--- config.mk ---
export PLATFORM = sky130hd
export DESIGN_NAME = bswap_unit
export DESIGN_NICKNAME = d
export VERILOG_FILES = /design/src/rtl/bswap_pkg.sv /design/src/rtl/bswap_ctrl.sv /design/src/rtl/bswap_datapath.sv /design/src/rtl/bswap_unit.sv
export SDC_FILE = /design/constraint.sdc
export NUM_CORES = 1
export LEC_CHECK = 0
export ABC_AREA = 1
export CAP_MARGIN = 20
export CORE_UTILIZATION = 45
export CTS_CLUSTER_DIAMETER = 120
export DETAILED_ROUTE_END_ITERATION = 6
export DONT_BUFFER_PORTS = 1
export SETUP_SLACK_MARGIN = 0.1
export SLEW_MARGIN = 0
export SYNTH_ARGS = -nofsm -noshare
export SYNTH_HDL_FRONTEND = slang
export SYNTH_SLANG_ARGS = --single-unit
--- constraint.sdc ---
create_clock -name clk -period 1.4 [get_ports clk]
set_input_delay 0.28 -clock clk [delete_from_list [all_inputs] [get_ports clk]]
set_output_delay 0.28 -clock clk [all_outputs]
set_load 0.02 [all_outputs]
--- src/rtl/bswap_pkg.sv ---
package bswap_pkg;
  localparam logic [3:0] OP_SWAP   = 4'hd;
  localparam logic [2:0] CLS_ALU32 = 3'b100;
  localparam logic [2:0] CLS_ALU64 = 3'b111;
  localparam int         NUM_WIDTHS = 3;   // 16, 32, 64 bits

  typedef struct packed {
    logic                  fire;      // accepted operation this cycle
    logic                  bad;       // invalid encoding
    logic                  swap;      // reverse bytes
    logic [NUM_WIDTHS-1:0] widthSel;  // one-hot: [0]=16, [1]=32, [2]=64
  } swapCtl_t;
endpackage

--- src/rtl/bswap_ctrl.sv ---
module bswap_ctrl
  import bswap_pkg::*;
#(
  parameter int IMM_W = 32,
  parameter bit HOST_BIG_ENDIAN = 1'b0
) (
  input  logic             inValid,
  input  logic [7:0]       opcode,
  input  logic [IMM_W-1:0] imm,
  output swapCtl_t         ctl
);
  logic isSwapOp;
  logic is32;
  logic is64;
  logic dirBit;
  logic badWidth;
  logic badSrc;

  always_comb begin
    isSwapOp = (opcode[7:4] == OP_SWAP);
    is32     = (opcode[2:0] == CLS_ALU32);
    is64     = (opcode[2:0] == CLS_ALU64);
    dirBit   = opcode[3];

    for (int w = 0; w < NUM_WIDTHS; w++) begin
      ctl.widthSel[w] = (imm == IMM_W'(16 << w));
    end
    badWidth = ~|ctl.widthSel;
    badSrc   = is64 & dirBit;

    ctl.fire = inValid & isSwapOp & (is32 | is64);
    ctl.bad  = badWidth | badSrc;
    // bit set targets big endian; reverse only when the target differs from host
    ctl.swap = is64 | (dirBit != HOST_BIG_ENDIAN);
  end
endmodule

--- src/rtl/bswap_datapath.sv ---
module bswap_datapath
  import bswap_pkg::*;
#(
  parameter int DATA_W = 64
) (
  input  logic              clk,
  input  logic              rstN,
  input  swapCtl_t          ctl,
  input  logic [DATA_W-1:0] operand,
  output logic              outValid,
  output logic [DATA_W-1:0] result,
  output logic              illegal
);
  localparam int NBYTES = DATA_W / 8;

  logic [NUM_WIDTHS-1:0][DATA_W-1:0] revArr;
  logic [NUM_WIDTHS-1:0][DATA_W-1:0] keepArr;
  logic [DATA_W-1:0]                 nextResult;

  for (genvar w = 0; w < NUM_WIDTHS; w++) begin : g_width
    localparam int NB = 2 << w;
    for (genvar b = 0; b < NB; b++) begin : g_byte
      assign revArr[w][8*b +: 8]  = operand[8*(NB-1-b) +: 8];
      assign keepArr[w][8*b +: 8] = operand[8*b +: 8];
    end
    if (NB < NBYTES) begin : g_pad
      assign revArr[w][DATA_W-1:8*NB]  = '0;
      assign keepArr[w][DATA_W-1:8*NB] = '0;
    end
  end

  always_comb begin
    nextResult = '0;
    for (int w = 0; w < NUM_WIDTHS; w++) begin
      if (ctl.widthSel[w]) nextResult = ctl.swap ? revArr[w] : keepArr[w];
    end
    if (ctl.bad) nextResult = '0;
  end

  always_ff @(posedge clk or negedge rstN) begin
    if (!rstN) begin
      outValid <= 1'b0;
      result   <= '0;
      illegal  <= 1'b0;
    end else begin
      outValid <= ctl.fire;
      if (ctl.fire) begin
        result  <= nextResult;
        illegal <= ctl.bad;
      end
    end
  end
endmodule

--- src/rtl/bswap_unit.sv ---
module bswap_unit
  import bswap_pkg::*;
#(
  parameter int DATA_W = 64,
  parameter int IMM_W  = 32,
  parameter bit HOST_BIG_ENDIAN = 1'b0
) (
  input  logic              clk,
  input  logic              rstN,
  input  logic              inValid,
  input  logic [7:0]        opcode,
  input  logic [IMM_W-1:0]  imm,
  input  logic [DATA_W-1:0] operand,
  output logic              outValid,
  output logic [DATA_W-1:0] result,
  output logic              illegal
);
  swapCtl_t ctl;

  bswap_ctrl #(.IMM_W(IMM_W), .HOST_BIG_ENDIAN(HOST_BIG_ENDIAN)) i_ctrl (
    .inValid(inValid), .opcode(opcode), .imm(imm), .ctl(ctl)
  );

  bswap_datapath #(.DATA_W(DATA_W)) i_dp (
    .clk(clk), .rstN(rstN), .ctl(ctl), .operand(operand),
    .outValid(outValid), .result(result), .illegal(illegal)
  );
endmodule

==> run metrics, run 1 <==
syn_nets 737; M3 GR Usage 7.24%; placed cells around 760; Yosys top cell by area dfrtp_1; Most Crowded Layer GR met2; routability cong. 0.877; CTS tree done; switching fraction of total power 25.5%; Synth top area share a little under two fifths; I/O pin count approximately 170; clk root buf clkbuf_8; vias in the first global route about 4000; final slew viol count 0; largest net degree at the start of global routing 67; initial antenna violation count 0; RSZ-0062 raised after global routing no; Synth area leaders dfrtp_1 38%, nand2_1 17%, nand3_1 9.6%, nor2_1 7.2%, o211ai_1 5.6%; Post-CTS Setup Bufs 0; sequential share of the synthesized area approximately two fifths; TritonCTS Buffers 9; met2 usage around 48%; drt drc 0; CP Class input pin to flip-flop; setup ws final 0.217 ns; H-tree depth 3; relative slew slack slightly below 80%; DR vias about 4400; max_cap viols 0; Internal Power between 0.003 and 0.004 W; layout cells sized above 1 between 10% and 20%; WP data required roughly 1.7 ns; YS warnings 0; cell area after synthesis about 0.0043 mm^2; Synth Instances 630; first-pass GRT wire length approximately 22 mm; Hold Path Class input pin to asynchronous set/reset pin; Final period util approximately 85%; Switching Power about 0.0010 W; NumNets Final approximately 750; Setup Skew 0 ns; crit path launch type input pin; die width approximately 100 um; setup tns final 0 ns; drt first pass iters 5; fin cells 779; Clk pwr share roughly 44%; post-place setup slack -0.151 ns; CP endpoint kind flip-flop; Pwr Total 0.00410 W; Comb pwr share 8.9%; Clock Path Buffers 2; Final Hold Viols 66; Initial Utilization 46.5%; ANT nets after route 0; syn avg cell area slightly below 7 um^2; Pleak ~2.4 nW; hold_ws -0.390 ns; Tmin final about 1.2 ns; Total GRT Usage 28.9%; Core ar. a little over 0.009 mm^2; power density over the cells 818 mW/mm^2; status finished with violations; worst-case vdd ir drop around 0.00042 V; die height between 90 and 100 um; antenna cell count 0; fmax 845 MHz; global route total overflow 0; number of clock sinks 66; dpl hpwl 10.6 mm; distinct cell type count after synthesis 29; failing checks negative hold slack; post-layout util around 54%; drt total wl ~14 mm; die area around 0.01 mm^2; Worst-path clk slew around 0.08 ns; crit path DAT 1.47 ns; Via density roughly 5.7; final setup fails 0; critical path fanouts, max 24; wire length per cell between 15 and 20 um; DR iter-0 viols 401; Area Overhead vs Synth 16.1%; met1 usage 36.6%; Worst-Skew Late Latency 0.35 ns; port bufs 0; sequential power share a little under half; Worst Tran Pin Value approximately 0.33 ns; FF+latch count, synth 66; num rows 35
## logic make-up (layout without fill, tap and decap cells)
family | after synthesis | after routing | synth area share, %
AND/OR/NAND/NOR | 395 | 395 | 40.3
AO/OA/AOI/OAI | 98 | 98 | 14.0
buffers and inverters | 71 | 91 | 7.41
flip-flops | 66 | 66 | 38.2
## metrics by stage
step	hold slack, ns	instance area (um^2)
final	-0.390	5010
after global routing	-0.414	5010
after CTS	-0.399	5010
after detailed placement	-0.0139	4790
after global placement	-0.0139	4790
after floorplan	-0.0156	4370
## Yosys cell counts, drive strengths merged
cell    number
a21oi       17
buf         27
clkbuf      15
clkinv       2
dfrtp       66
inv         27
nand2      196
nand3       85
nand3b       1
nand4        1
nor2        94
nor3         1
nor3b        1
o211ai      32
o21a         1
o21ai       48
or2         16
## worst paths after layout
kind	start	to	slack [ns]	cells past startpoint
setup / recovery	imm[4]	i_dp.result[11]$_DFFE_PN0P_	0.22	10
hold / removal	rstN	i_dp.result[56]$_DFFE_PN0P_	-0.39	0
setup reg to reg	i_dp.result[43]$_DFFE_PN0P_	i_dp.result[43]$_DFFE_PN0P_	0.60	2
hold reg to reg	i_dp.result[33]$_DFFE_PN0P_	i_dp.result[33]$_DFFE_PN0P_	0.63	2
max in group asynchronous	rstN	i_dp.result[11]$_DFFE_PN0P_	1.68	0
min in group clk	operand[37]	i_dp.result[37]$_DFFE_PN0P_	0.15	2
## what timing repair did
action                                  in CTS  in global routing
gates resized for setup                      0                  3
endpoints found under the setup margin       0                  3
hold endpoints to repair                    66                 66
## per-layer routing
metal	part of all wire, %	vias up
li1	-	2091
met5	0	-
met4	2.3	0
met2	48	243
met3	10	33
met1	40	2072
## worst max-delay path: stages
cell     delay (ns)
nor2_1         0.08
nand3_1        0.08
nor2_1         0.13
nand2_2        0.11
nor2_4         0.17
inv_2          0.06
buf_4          0.22
nand3_1        0.14
nand3_1        0.13
nand2_1        0.07
## power by group through the flow
stage                     Combinational (W)  Sequential, W  Clock [W]
after CTS                          0.000359        0.00192    0.00184
after detailed placement           0.000357        0.00196          0
after floorplan                    0.000245        0.00196          0
after global placement             0.000351        0.00196          0
final                              0.000365        0.00192    0.00181
after global routing               0.000403        0.00192    0.00193
## sequential cells by signal, indices dropped and copies added, names as in the netlist
name,count
i_dp.outValid,1
i_dp.illegal,1
i_dp.result,64
## layout by cell type (no fill, tap or decap), drive strengths merged
master / n
a21oi: 17
buf: 46
bufinv: 2
clkbuf: 10
clkinv: 4
clkinvlp: 1
dfrtp: 66
inv: 28
nand2: 196
nand3: 85
nand3b: 1
nand4: 1
nor2: 94
nor3: 1
nor3b: 1
o211ai: 32
o21a: 1
o21ai: 48
or2: 16
## final cells by class
cell class                 instances  area (um^2)
clock buffer                      10          128
clock inverter                     6         90.1
fill                             932         4270
inverter                          29          114
multi-input combinational        493         2380
sequential                        66         1650
tap                              129          161
timing repair buffer              46          487
(Power assumes the default switching activity.)
==> inputs of run 2 (changes only) <==
clock period = 1.1 ns   (was 1.4 ns; I/O delays follow)
==> run metrics, run 2 (synthesis gave the netlist of run 1 again) <==
status finished with violations; failing checks negative hold slack, negative setup slack; Register Area 0.00173 mm^2 (+5.0%); Initial Utilization 46.5% (unchanged); first-pass GRT wire length 22.2 mm (+1.8%); layout cells sized above 1 38.8% (+22 points); FILL cells 853 (-8.5%); Worst-Skew Late Latency 0.34 ns (about the same); vias in the first global route 4323 (+7.3%); I/O pin count 173 (unchanged); Pleak 2.58 nW (+6.2%); multi-input logic area 0.00269 mm^2 (+13%); wire length per cell 18.8 um (+4.1%); critical path fanouts, max 7 (-71%); Tmin final 1.16 ns; post-layout util 62.0% (+8.0 points); die height 100 um (unchanged); power density over the cells 894 mW/mm^2 (+9.2%); antenna cell count 0 (unchanged); Final period util 105%; most frequent cells in the layout 186 x nand2_1, 71 x nor2_1, 66 x dfrtp_2, 48 x nand3_1, 40 x buf_4; placed cells 777 (+1.8%); clk root buf clkbuf_8; die width 100 um (unchanged); fin cells 802 (+3.0%); global route total overflow 0 (unchanged); CP Class input pin to flip-flop; Setup Skew 0 ns (unchanged); Final Hold Viols 66 (unchanged); final slew viol count 0 (unchanged); CP endpoint kind flip-flop; fmax approximately 860 MHz; Area Overhead vs Synth 33.3%; CTS tree done; DR iter-0 viols 270 (-33%); final setup fails 16 (+16); dpl hpwl 10.8 mm (+1.3%); hold_ws -0.435 ns (-0.0443 ns); Core ar. 0.00928 mm^2 (unchanged); setup ws final -0.0578 ns (-0.274 ns); Worst Tran Pin Value 0.355 ns (+0.0235 ns); leading cell type in the layout, fill and taps excluded nand2_1; crit path launch type input pin; die area 0.0100 mm^2 (unchanged); Via density 5.70 (about the same); H-tree depth 3 (unchanged); largest registers in the final layout i_dp.result (64), i_dp.illegal (1), i_dp.outValid (1); Biggest register i_dp.result; drt first pass iters 5 (unchanged); drt total wl 15.0 mm (+7.2%); worst-case vdd ir drop 0.000588 V (+41%); initial antenna violation count 0 (unchanged); WP data required 1.37 ns (-0.32 ns); number of clock sinks 66 (unchanged); drt drc 0 (unchanged); relative slew slack 76.2% (-1.7 points); routability cong. 0.975 (+11%); RSZ-0062 raised after global routing yes; max_cap viols 0 (unchanged); post-place setup slack -0.463 ns (-0.313 ns); Worst-path clk slew 0.08 ns (about the same); Clock Path Buffers 2 (unchanged); largest net degree at the start of global routing 67 (unchanged); max FFs per register 64 (unchanged); Total GRT Usage 29.2% (+0.26 points); NumNets Final 775 (+3.1%); crit path DAT 1.43 ns (-0.04 ns); DR vias 4569 (+2.9%); Pwr Total 0.00515 W (+25%); ANT nets after route 0 (unchanged); num rows 35 (unchanged); port bufs 0 (unchanged); Hold Path Class input pin to asynchronous set/reset pin; TritonCTS Buffers 9 (unchanged)
## run 2: worst paths after layout
| kind | start | to | slack [ns] | cells past startpoint |
|---|---|---|---|---|
| worst max-delay path | imm[20] | i_dp.result[2]$_DFFE_PN0P_ | -0.06 | 11 |
| worst min-delay path | rstN | i_dp.result[49]$_DFFE_PN0P_ | -0.43 | 0 |
| worst max register to register | i_dp.illegal$_DFFE_PN0P_ | i_dp.illegal$_DFFE_PN0P_ | 0.33 | 1 |
| worst min register to register | i_dp.result[11]$_DFFE_PN0P_ | i_dp.result[11]$_DFFE_PN0P_ | 0.58 | 2 |
| max in group asynchronous | rstN | i_dp.illegal$_DFFE_PN0P_ | 1.42 | 0 |
| min in group clk | operand[38] | i_dp.result[38]$_DFFE_PN0P_ | 0.10 | 2 |
## run 2: final cells by class
cell class / count / area share (%)
multi-input cells: 493 / 46.8
clock inverters: 6 / 1.13
flip-flops and latches: 66 / 30.1
repair buffers: 69 / 14.7
well taps: 129 / 2.80
inverters: 29 / 2.06
clock buffers: 10 / 2.39
## run 2: routing by layer
metal	vias to the layer above	global-route usage, %	part of all wire (%)
met4	0	13.0	4.3
met5	-	0	0
met2	261	49.9	49
met1	2130	33.9	37
met3	41	8.36	9.6
li1	2137	-	-
## run 2: critical path, stage by stage
cell	delay (ns)
nor2_4	0.07
nand2_1	0.06
nor2_2	0.14
nand2_4	0.10
buf_6	0.13
nor2_4	0.19
clkbuf_16	0.20
nand3_2	0.07
nand3_2	0.08
nand3_2	0.08
nand2_1	0.09
## run 2: repair_timing
item	in CTS	in global routing
resized for setup	76	79
pin swaps	5	25
hold endpoints to repair	66	66
setup endpoints to repair	129	131
gates cloned	0	5
setup buffers	3	1
## run 2: power by group
part | total [W] | switching, W | leakage, nW | internal, W
sequential | 0.00245 | 0.0000165 | 0.811 | 0.00243
combinational | 0.000547 | 0.000306 | 1.66 | 0.000240
clock | 0.00215 | 0.00104 | 0.103 | 0.00111
## run 2: through the flow
stage	hold WS [ns]	setup TNS, ns	area [um^2]
after global placement	-0.0741	-20.91	4970
after global routing	-0.460	-3.04	5760
after detailed placement	-0.0736	-21.93	4970
after CTS	-0.444	0	5360
after floorplan	-0.0756	-7.65	4410
final	-0.435	-0.438	5760
